**src/rtl/e1fa_pkg.sv**
```systemverilog
package e1fa_pkg;

    localparam int          FRAME_LEN  = 256;
    localparam int          SLOT_LEN   = 8;
    localparam int          MISS_LIMIT = 3;
    localparam logic [6:0]  SYNC_BODY  = 7'b0011011;

    typedef enum logic [1:0] {
        ST_HUNT,
        ST_WAIT_ALT,
        ST_WAIT_SYNC,
        ST_LOCKED
    } align_state_t;

    // newest eight bits, si = bit 1 (oldest), body[6] = bit 2 ... body[0] = bit 8
    typedef struct packed {
        logic       si;
        logic [6:0] body;
    } slot_word_t;

    function automatic logic is_sync_word(input slot_word_t w);
        return w.body == SYNC_BODY;
    endfunction

    function automatic logic alt_marker_ok(input slot_word_t w);
        return w.body[6];
    endfunction

    function automatic logic alt_alarm_bit(input slot_word_t w);
        return w.body[5];
    endfunction

endpackage

```
**src/rtl/e1fa_shift.sv**
```systemverilog
module e1fa_shift
    import e1fa_pkg::*;
(
    input  logic       clk,
    input  logic       rst,
    input  logic       rx_bit,
    output slot_word_t word
);
    logic [7:0] sr;

    always_ff @(posedge clk) begin
        if (rst) sr <= '0;
        else     sr <= {sr[6:0], rx_bit};
    end

    assign word = slot_word_t'(sr);
endmodule

```
**src/rtl/e1fa_timer.sv**
```systemverilog
module e1fa_timer #(
    parameter int FRAME_BITS = 256,
    parameter int TS_BITS    = 8
) (
    input  logic clk,
    input  logic rst,
    input  logic load,
    output logic frame_top,
    output logic in_slot0,
    output logic slot0_end,
    output logic sync_frame
);
    localparam int POS_W = $clog2(FRAME_BITS);
    localparam logic [POS_W-1:0] LAST_POS = POS_W'(FRAME_BITS - 1);
    localparam logic [POS_W-1:0] END_POS  = POS_W'(TS_BITS - 1);
    localparam logic [POS_W-1:0] LOAD_POS = POS_W'(TS_BITS);

    logic [POS_W-1:0] pos;

    always_ff @(posedge clk) begin
        if (rst) begin
            pos        <= '0;
            sync_frame <= 1'b0;
        end else if (load) begin
            pos        <= LOAD_POS;
            sync_frame <= 1'b1;
        end else begin
            if (pos == LAST_POS) begin
                pos        <= '0;
                sync_frame <= ~sync_frame;
            end else begin
                pos <= pos + 1'b1;
            end
        end
    end

    assign frame_top = (pos == '0);
    assign in_slot0  = (pos <= END_POS);
    assign slot0_end = (pos == END_POS);
endmodule

```
**src/rtl/e1fa_align.sv**
```systemverilog
module e1fa_align
    import e1fa_pkg::*;
#(
    parameter int LOSS_LIMIT = 3
) (
    input  logic         clk,
    input  logic         rst,
    input  slot_word_t   word,
    input  logic         slot0_end,
    input  logic         sync_frame,
    output logic         load,
    output align_state_t state
);
    localparam int ERR_W = $clog2(LOSS_LIMIT + 1);
    localparam logic [ERR_W-1:0] ERR_LAST = ERR_W'(LOSS_LIMIT - 1);

    logic [ERR_W-1:0] miss_run;
    logic             hit;

    assign hit  = is_sync_word(word);
    assign load = (state == ST_HUNT) && hit;

    always_ff @(posedge clk) begin
        if (rst) begin
            state    <= ST_HUNT;
            miss_run <= '0;
        end else begin
            case (state)
                ST_HUNT: begin
                    miss_run <= '0;
                    if (hit) state <= ST_WAIT_ALT;
                end
                ST_WAIT_ALT: if (slot0_end) begin
                    state <= (!sync_frame && alt_marker_ok(word)) ? ST_WAIT_SYNC : ST_HUNT;
                end
                ST_WAIT_SYNC: if (slot0_end) begin
                    state <= (sync_frame && hit) ? ST_LOCKED : ST_HUNT;
                end
                ST_LOCKED: if (slot0_end && sync_frame) begin
                    if (hit) begin
                        miss_run <= '0;
                    end else if (miss_run == ERR_LAST) begin
                        miss_run <= '0;
                        state    <= ST_HUNT;
                    end else begin
                        miss_run <= miss_run + 1'b1;
                    end
                end
                default: state <= ST_HUNT;
            endcase
        end
    end
endmodule

```
**src/rtl/e1fa_extract.sv**
```systemverilog
module e1fa_extract
    import e1fa_pkg::*;
(
    input  logic       clk,
    input  logic       rst,
    input  logic       locked,
    input  logic       slot0_end,
    input  logic       sync_frame,
    input  slot_word_t word,
    input  logic       mf13_stb,
    input  logic       mf15_stb,
    output logic       rem_alarm,
    output logic [1:0] spare_bits,
    output logic       spare_vld
);
    logic alt_point;
    assign alt_point = locked && slot0_end && !sync_frame;

    always_ff @(posedge clk) begin
        if (rst) begin
            rem_alarm  <= 1'b0;
            spare_bits <= '0;
            spare_vld  <= 1'b0;
        end else begin
            spare_vld <= 1'b0;
            if (!locked) begin
                rem_alarm <= 1'b0;
            end else if (alt_point) begin
                rem_alarm <= alt_alarm_bit(word);
                if (mf13_stb) spare_bits[0] <= word.si;
                if (mf15_stb) begin
                    spare_bits[1] <= word.si;
                    spare_vld     <= 1'b1;
                end
            end
        end
    end
endmodule

```
**src/rtl/e1fa_rx.sv**
```systemverilog
module e1fa_rx
    import e1fa_pkg::*;
#(
    parameter int FRAME_BITS = FRAME_LEN,
    parameter int TS_BITS    = SLOT_LEN,
    parameter int LOSS_LIMIT = MISS_LIMIT
) (
    input  logic       clk,
    input  logic       rst,
    input  logic       rx_bit,
    input  logic       mf13_stb,
    input  logic       mf15_stb,
    output logic       frm_sync,
    output logic       ts0_win,
    output logic       fas_frm,
    output logic       loss_align,
    output logic       rem_alarm,
    output logic [1:0] spare_bits,
    output logic       spare_vld
);
    slot_word_t   word;
    align_state_t state;
    logic         load, frame_top, in_slot0, slot0_end, sync_frame, locked;

    e1fa_shift u_shift (
        .clk(clk), .rst(rst), .rx_bit(rx_bit), .word(word)
    );

    e1fa_timer #(.FRAME_BITS(FRAME_BITS), .TS_BITS(TS_BITS)) u_timer (
        .clk(clk), .rst(rst), .load(load), .frame_top(frame_top),
        .in_slot0(in_slot0), .slot0_end(slot0_end), .sync_frame(sync_frame)
    );

    e1fa_align #(.LOSS_LIMIT(LOSS_LIMIT)) u_align (
        .clk(clk), .rst(rst), .word(word), .slot0_end(slot0_end),
        .sync_frame(sync_frame), .load(load), .state(state)
    );

    assign locked = (state == ST_LOCKED);

    e1fa_extract u_extract (
        .clk(clk), .rst(rst), .locked(locked), .slot0_end(slot0_end),
        .sync_frame(sync_frame), .word(word), .mf13_stb(mf13_stb),
        .mf15_stb(mf15_stb), .rem_alarm(rem_alarm),
        .spare_bits(spare_bits), .spare_vld(spare_vld)
    );

    assign loss_align = !locked;
    assign frm_sync   = locked && frame_top;
    assign ts0_win    = locked && in_slot0;
    assign fas_frm    = locked && sync_frame;
endmodule

```
**config.mk**
```make
export PLATFORM = sky130hd
export DESIGN_NAME = e1fa_rx
export DESIGN_NICKNAME = d
export VERILOG_FILES = /design/src/rtl/e1fa_pkg.sv /design/src/rtl/e1fa_shift.sv /design/src/rtl/e1fa_timer.sv /design/src/rtl/e1fa_align.sv /design/src/rtl/e1fa_extract.sv /design/src/rtl/e1fa_rx.sv
export SDC_FILE = /design/constraint.sdc
export NUM_CORES = 1
export LEC_CHECK = 0
export ABC_CLOCK_PERIOD_IN_PS = 1540
export BUFFER_PORTS_ARGS = -buffer_cell sky130_fd_sc_hd__buf_2
export CAP_MARGIN = 10
export CORE_AREA = 3 3 51 53
export DETAILED_ROUTE_END_ITERATION = 10
export DIE_AREA = 0 0 54 56
export PLACE_DENSITY = 0.71
export SYNTH_ARGS = -nofsm -noshare
export SYNTH_HDL_FRONTEND = slang
export SYNTH_SLANG_ARGS = --single-unit
```
**constraint.sdc**
```tcl
create_clock -name clk -period 1.54 [get_ports clk]
set_clock_uncertainty 0.15 [all_clocks]
set_input_delay 0.308 -clock clk [delete_from_list [all_inputs] [get_ports clk]]
set_output_delay 0.308 -clock clk [all_outputs]
set_load 0.1 [all_outputs]
```
==> flow_summary.json <==
{
  "status": "complete, but fails checks",
  "failed_checks": "negative setup slack",
  "vias": 1000,
  "r2r-start": "u_shift.word[2]",
  "grt_max_degree": 16,
  "max_slew_margin": 0.825,
  "cts_tree": "yes",
  "num_rows": 17,
  "ff2ff_path_depth": 6,
  "die_w_um": 54,
  "io_pins": 13,
  "seq_area_frac_synth": 0.457,
  "wl_per_cell_um": 15.4,
  "drt_iter0_drc": 22,
  "start_util": 0.500,
  "place_inst": 172,
  "drv_slew": 0,
  "cts_sinks": 25,
  "final_hold_viol_count": 0,
  "drive_above_1_share": 0.532,
  "nets": 164,
  "port_buffers": 12,
  "ys_seq_elements": 25,
  "fmax_mhz": 474,
  "grt_overflow": 0,
  "synthArstFlopShare": 0,
  "min_from": "rx_bit",
  "critical_path.max_fanout": 2,
  "r2r_setup_slack_ns": -0.15,
  "cp.required_ns": 1.08,
  "dieHeight_um": 56,
  "clk_root_buffer_cell": "clkbuf_4",
  "ys.flop_type": "dfxtp_1",
  "grt_pass1_wl_um": 4460,
  "dp_slack_ns": -0.254,
  "arrival_ns": 1.65,
  "syn_area_per_cell_um2": 9.96,
  "syn_area_mm2": 0.00110,
  "fin_area_mm2": 0.00166,
  "final_cell_count_no_fill": 184,
  "dp_hpwl_um": 1830,
  "via_per_inst": 5.43,
  "ant_nets": 0,
  "setup.worst_path.start_class": "flop",
  "path_clk_slew_ns": 0.14,
  "fin_crit_sh": 1.37,
  "route.detailed.drc": 0,
  "hold_path_class": "in -> reg",
  "min_period_ns": 2.11,
  "first_global_vias": 969,
  "setup-violations-final": 18,
  "syn_to_final_growth_pct": 51.3,
  "cts_hold_buf": 0,
  "synth_edf_count": 0,
  "gp_congestion": 0.775,
  "cts_buffer_depth": 2,
  "synth_nets": 117,
  "drv_cap": 0,
  "fp.dieArea_mm2": 0.00302,
  "n_antenna_cell": 0,
  "power.density_mw_per_mm2": 626,
  "r2r-end": "u_align.miss_run[1]",
  "ys.warnings.count": 0,
  "core_area_mm2": 0.00219,
  "tightest_slew_ns": 0.261,
  "hold_depth": 2,
  "ys_types": 36,
  "grt_usage": 0.200,
  "setup_ws_ns": -0.571,
  "netlist_instances": 110,
  "rsz0062_at_grt": "yes",
  "cts_inserted_buffers": 3,
  "htree_num_levels": 1,
  "cp-end-kind": "output pin",
  "drt_first_pass_iters": 4,
  "clock_latency_ns": 0.33,
  "leakage_uw": 0.000666,
  "peakVddDrop_uv": 614,
  "drt-total-wl_um": 2840,
  "grt_antenna_before_repair": 0,
  "place_area_mm2": 0.00147,
  "critPathKind": "reg -> out",
  "min_to": "u_shift.word[0]",
  "nFillCells": 146
}
cell type report:
type	instances	area, um2	share of cell area
Tap cell	28	35.0	0.0211
Multi-Input combinational cell	77	662	0.399
Timing Repair Buffer	45	397	0.239
Clock buffer	3	22.5	0.0136
Sequential cell	25	513	0.309
Clock inverter	1	6.26	0.00377
Inverter	5	22.5	0.0136
registers in the layout (all words and copies together) (netlist names):
name,count
u_timer.sync_frame,1
u_extract.spare_vld,1
u_align.miss_run,2
u_extract.spare_bits,2
u_extract.rem_alarm,1
u_timer.pos,8
u_shift.word,8
u_align.state,2
layer usage:
metal | wire [um] | vias up | share of wire | GRT usage
met5 | 0 | - | 0 | 0
met4 | 77 | 0 | 0.027 | 0.0854
met3 | 139 | 9 | 0.049 | 0.0295
met2 | 1470 | 35 | 0.52 | 0.322
met1 | 1160 | 478 | 0.41 | 0.257
li1 | - | 478 | - | -
cell usage after synthesis, drive strengths merged, types with 2 or more instances:
cell,instances,area (um2)
nor4b,2,23.8
and2,2,13.8
ha,2,25.0
and3,5,33.8
nor2b,9,56.3
nor2,14,52.6
dfxtp,25,500
nand3b,3,22.5
xnor2,5,43.8
nand4b,2,17.5
inv,5,18.8
nand3,4,32.5
buf,2,22.5
and3b,2,17.5
nand4,3,18.8
mux2i,2,20.0
nand2,4,15.0
xor2,2,17.5
a21oi,4,20.0
where the power goes:
group / leakage (uW) / switching, uW / internal [uW]
sequential: 0.000206 / 8.38 / 655
clock: 0.0000183 / 209 / 102
combinational: 0.000442 / 31.8 / 31.1
critical path: stages, from the launching register on:
cell and delay (ns):
dfxtp_4 0.37, and2_4 0.16, clkinvlp_4 0.12, nor4b_4 0.26
and3b_4 0.25, buf_12 0.17
logic make-up (layout without fill, tap and decap cells):
group                      count (synthesis)  in the layout  share of synthesized area
adders and majority gates                  2              2                     0.0228
xor gates and xnor gates                   7              7                     0.0559
and+or+nand+nor                           54             54                      0.323
muxes                                      2              2                     0.0183
AOI/OAI and AO/OA                         12             12                     0.0742
DFF                                       25             25                      0.457
buffers and inverters                      8             54                     0.0491
what timing repair did:
action | CTS | global route
pin swaps | 9 | 10
resized for setup | 17 | 14
setup buffers | 7 | 2
endpoints found under the setup margin | 20 | 20
metrics by stage:
step / utilization / TNS, ns / total power, uW / hold slack, ns
2_1_floorplan: - / -3.09 / 710 / 0.278
3_3_place_gp: 0.669 / -0.470 / 731 / 0.284
3_5_place_dp: 0.669 / -1.02 / 734 / 0.298
4_1_cts: 0.733 / -2.02 / 1040 / 0.0136
5_1_grt: 0.757 / -3.49 / 1080 / 0.0229
6_report: 0.757 / -2.52 / 1040 / 0.0190
how the worst max path moves through the flow:
stage                      from  endpoint  slack (ns)  depth (start not counted)
6_report       u_align.state[1]  frm_sync       -0.57                          5
5_1_grt        u_align.state[1]  frm_sync       -0.65                          5
4_1_cts        u_align.state[1]  frm_sync       -0.58                          5
3_5_place_dp   u_align.state[1]  frm_sync       -0.25                          5
3_3_place_gp   u_align.state[1]  frm_sync       -0.18                          5
2_1_floorplan  u_align.state[1]  frm_sync       -1.72                          4
cells in the final DEF, fill, tap and decap left out, types with 3 or more instances in the layout:
master,netlist,final
buf_4,0,32
dfxtp_1,25,19
nor2b_1,9,9
nor2_1,14,8
xnor2_1,5,5
buf_6,2,5
inv_1,5,4
nor2_2,0,4
buf_2,0,4
buf_12,0,4
dfxtp_2,0,4
nand3b_1,3,3
nand2_1,4,3
nand3_1,3,3
nand4_1,3,3
clkbuf_4,0,3
No activity file was read; power rests on OpenSTA's default activity.
